<file path="config.mk">
export PLATFORM = sky130hd
export DESIGN_NAME = tout_sel
export DESIGN_NICKNAME = d
export VERILOG_FILES = /design/src/rtl/tout_sel.sv
export SDC_FILE = /design/constraint.sdc
export NUM_CORES = 1
export LEC_CHECK = 0
export ABC_AREA = 1
export BUFFER_PORTS_ARGS = -buffer_cell sky130_fd_sc_hd__clkbuf_2
export CORE_AREA = 2 2 39 41
export CTS_CLUSTER_SIZE = 25
export DETAILED_ROUTE_END_ITERATION = 8
export DIE_AREA = 0 0 41 43
export GPL_TIMING_DRIVEN = 1
export PLACE_DENSITY = 0.45
export SYNTH_ARGS = -nofsm -noshare
export SYNTH_HDL_FRONTEND = slang
export SYNTH_SLANG_ARGS = --single-unit
</file>
<file path="constraint.sdc">
create_clock -name clk -period 1.6 [get_ports clk]
set_clock_uncertainty 0.05 [all_clocks]
set_input_delay 0 -clock clk [delete_from_list [all_inputs] [get_ports clk]]
set_output_delay 0 -clock clk [all_outputs]
set_load 0.03 [all_outputs]
</file>
<file path="src/rtl/tout_sel.sv">
module tout_sel (
  input  logic clk,
  input  logic rst_n,
  input  logic uf_lower,
  input  logic uf_upper,
  input  logic pwm_lower,
  input  logic pwm_upper,
  input  logic pwm_mode,
  input  logic cascade_en,
  input  logic sel_upper,
  input  logic out_en,
  output logic clk_out
);

  logic src, src_q, chg;
  logic uf_pick, pwm_pick;
  logic tog_q, tog_d, out_q;

  // cascade forces the upper timer
  assign src      = cascade_en | sel_upper;
  assign uf_pick  = src ? uf_upper  : uf_lower;
  assign pwm_pick = src ? pwm_upper : pwm_lower;
  assign chg      = src ^ src_q;
  assign tog_d    = (out_en && !chg) ? (tog_q ^ uf_pick) : 1'b0;

  always_ff @(posedge clk or negedge rst_n) begin
    if (!rst_n) begin
      src_q <= 1'b0;
      tog_q <= 1'b0;
      out_q <= 1'b0;
    end else begin
      src_q <= src;
      tog_q <= tog_d;
      out_q <= out_en & (pwm_mode ? pwm_pick : tog_d);
    end
  end

  assign clk_out = out_q;

endmodule


</file>
==> results.toml <==
[outcome]
status = "finished clean"

[clocking]
cts_setup_buffers = 0
cts.sinks = 3
insertion_delay_ns = 0.23
cts_max_level = 1
cts-buffers-inserted = 3
cts_root_buf = "clkbuf_4"
cts_tree = "built"
cts-resized-gates = 0
clkTransAtPathRegs_ns = 0.04
clockBufferDepth = 2

[timing]
setup_ws_ns = 0.6539
setup_violations = 0
setup_tns_ns = 0
clock.fmax_mhz = 1057
final_hold_viol_count = 0
rsz0062_at_grt = "no"
period_share_pct = 59.13
final.min_clock_period_ns = 0.9461
drv_slew = 0
tightestPinTransition_ns = 0.1712
max_slew_margin_pct = 88.64

[route]
ant_nets = 0
dr.pass1.iters = 2
drc_errors = 0
drt_wl_total_um = 405
viasPerCell = 3.400
first_iter_violations = 6
wire_per_inst_um = 6.750
vias = 204

[global_route]
grt.busiest_layer = "met4"
antenna_found_initial = 0
use_met2_pct = 6.250
use_met1_pct = 6.431
grt_pass1_vias = 173
grt_start_max_net_pins = 6
grt_pass1_wl_um = 572
grt.total_usage_pct = 5.221
met3_usage_pct = 0
grt_overflow = 0

[die]
ios = 11
placementRows = 14
start_util_pct = 14.10
core_um2 = 1384
die-area_um2 = 1763
die_h_um = 43
die_w_um = 41

[critical_path]
reg2reg_depth = 5
required_ns = 1.70
reg2reg_to = "clk_out"
crit_type = "register to register"
cp-end-kind = "register"
worstPathArrival_ns = 1.05
worstReg2RegStart = "src_q"
path_max_fanout = 2
reg2reg_setup_slack_ns = 0.65
cp-start-kind = "register"

[synthesis]
yosysWarnings = 0
async_flop_share_pct = 100.0
synth.distinct_cells = 13
synth_ff_type = "dfrtp_1"
synth_area_leader_cell = "dfrtp_1"
syn_area_um2 = 195.2
synth_top_area_share_pct = 38.46
yosysSeqAreaShare_pct = 38.46
syn-instance-count = 28
synth.avg_cell_area_um2 = 6.971
yosys-top-cells-count = "6 x inv_1, 6 x nand2_1, 4 x nor2_1"
synth_area_leaders = "dfrtp_1 38%, inv_1 12%, nand2_1 12%"
synth_seq_cells = 3
synth_edf_count = 0
mappedNetlistNets = 38

[layout]
antenna_cells = 0
final_nets = 55
register_area_um2 = 75.07
multi_input_area_um2 = 93.84
syn_to_final_growth_pct = 59.62
final_layout_size_suffix_gt1_share_pct = 40.91
final_core_utilization_pct = 22.51
n_fill_cell = 158

[power_and_ir_drop]
irDropWorstVdd_uv = 169.1
p_leak_nw = 0.1774
power_density_nw_per_um2 = 842.2

[placed_design]
port_buffers = 10
pre_cts_ws_ns = 0.6738
gp_congestion = 0.7274

[min_path]
hp-class = "input pin to register"
hold_path.startpoint = "sel_upper"
hold-path-cell-count = 3
worstHoldEndpoint = "src_q"

[job]
maxCapViolCount = 0
[worst max-delay path, cell delays in order, from the launching register on]
cell and delay, ns:
dfrtp_1 0.37, nand2_1 0.07, nand2_1 0.04, nor2_1 0.10, nand4_1 0.09, a21oi_1 0.15
[cells by family after synthesis]
kind of cell / synth area share, %
simple gates: 42.95
compound gates: 5.123
buf+inv: 13.46
flops: 38.46
[timing repair]
action,in CTS,in global routing
setup endpoints to repair,0,0
hold endpoints to repair,4,0
hold buffers,2,0
[placed cells by master, fill, tap and decap left out]
cell	instances
inv_2	1
nand3_2	1
nand4_1	1
nand2_2	1
inv_1	6
clkbuf_4	3
a21oi_1	1
dfrtp_1	3
dlygate4sd3_1	2
nand3_1	1
nor2_1	4
o21ai_0	1
and3_2	1
nand2_1	6
clkbuf_1	1
nor2_4	1
clkbuf_2	10
[registers in the layout, indices dropped and copies added (netlist names)]
| name | cells |
|---|---|
| tog_q | 1 |
| clk_out | 1 |
| src_q | 1 |
[worst max-delay path by stage]
stage,start,end,slack (ns),depth (start not counted)
final,src_q,clk_out,0.65,5
after global routing,src_q,clk_out,0.58,5
after CTS,src_q,clk_out,0.67,5
after detailed placement,src_q,clk_out,0.67,5
after global placement,src_q,clk_out,0.68,5
after floorplan,src_q,clk_out,0.75,5
[per-layer routing]
layer  wire length, um  share of wire, %
met5                 0                 0
met4                 0                 0
met3                35               8.6
met2               185                46
met1               184                45
[power by group]
| part | total, W | switching [W] | internal [W] |
|---|---|---|---|
| sequential | 0.0000835 | 0.00000221 | 0.0000813 |
| combinational | 0.0000479 | 0.0000252 | 0.0000227 |
| clock | 0.000131 | 0.0000376 | 0.0000934 |
[through the flow]
step                instance area, um^2  instances  total power [W]  hold WS [ns]
CTS                               311.5         60        0.0002710      0.001237
finish                            311.5         60        0.0002624      0.005469
floorplan                         195.2         28        0.0001093       -0.3456
global placement                  265.3         54        0.0001292       -0.2498
global route                      311.5         60        0.0002793       0.01639
detailed placement                265.3         54        0.0001291       -0.2534
[cell type report]
class                   count  share of cell area [%]
clock buffers               4                   8.434
inverters                   7                   8.434
multi-input cells          18                   30.12
flip-flops and latches      3                   24.10
well taps                  16                   6.426
repair buffers             12                   22.49
(Power assumes the default switching activity.)
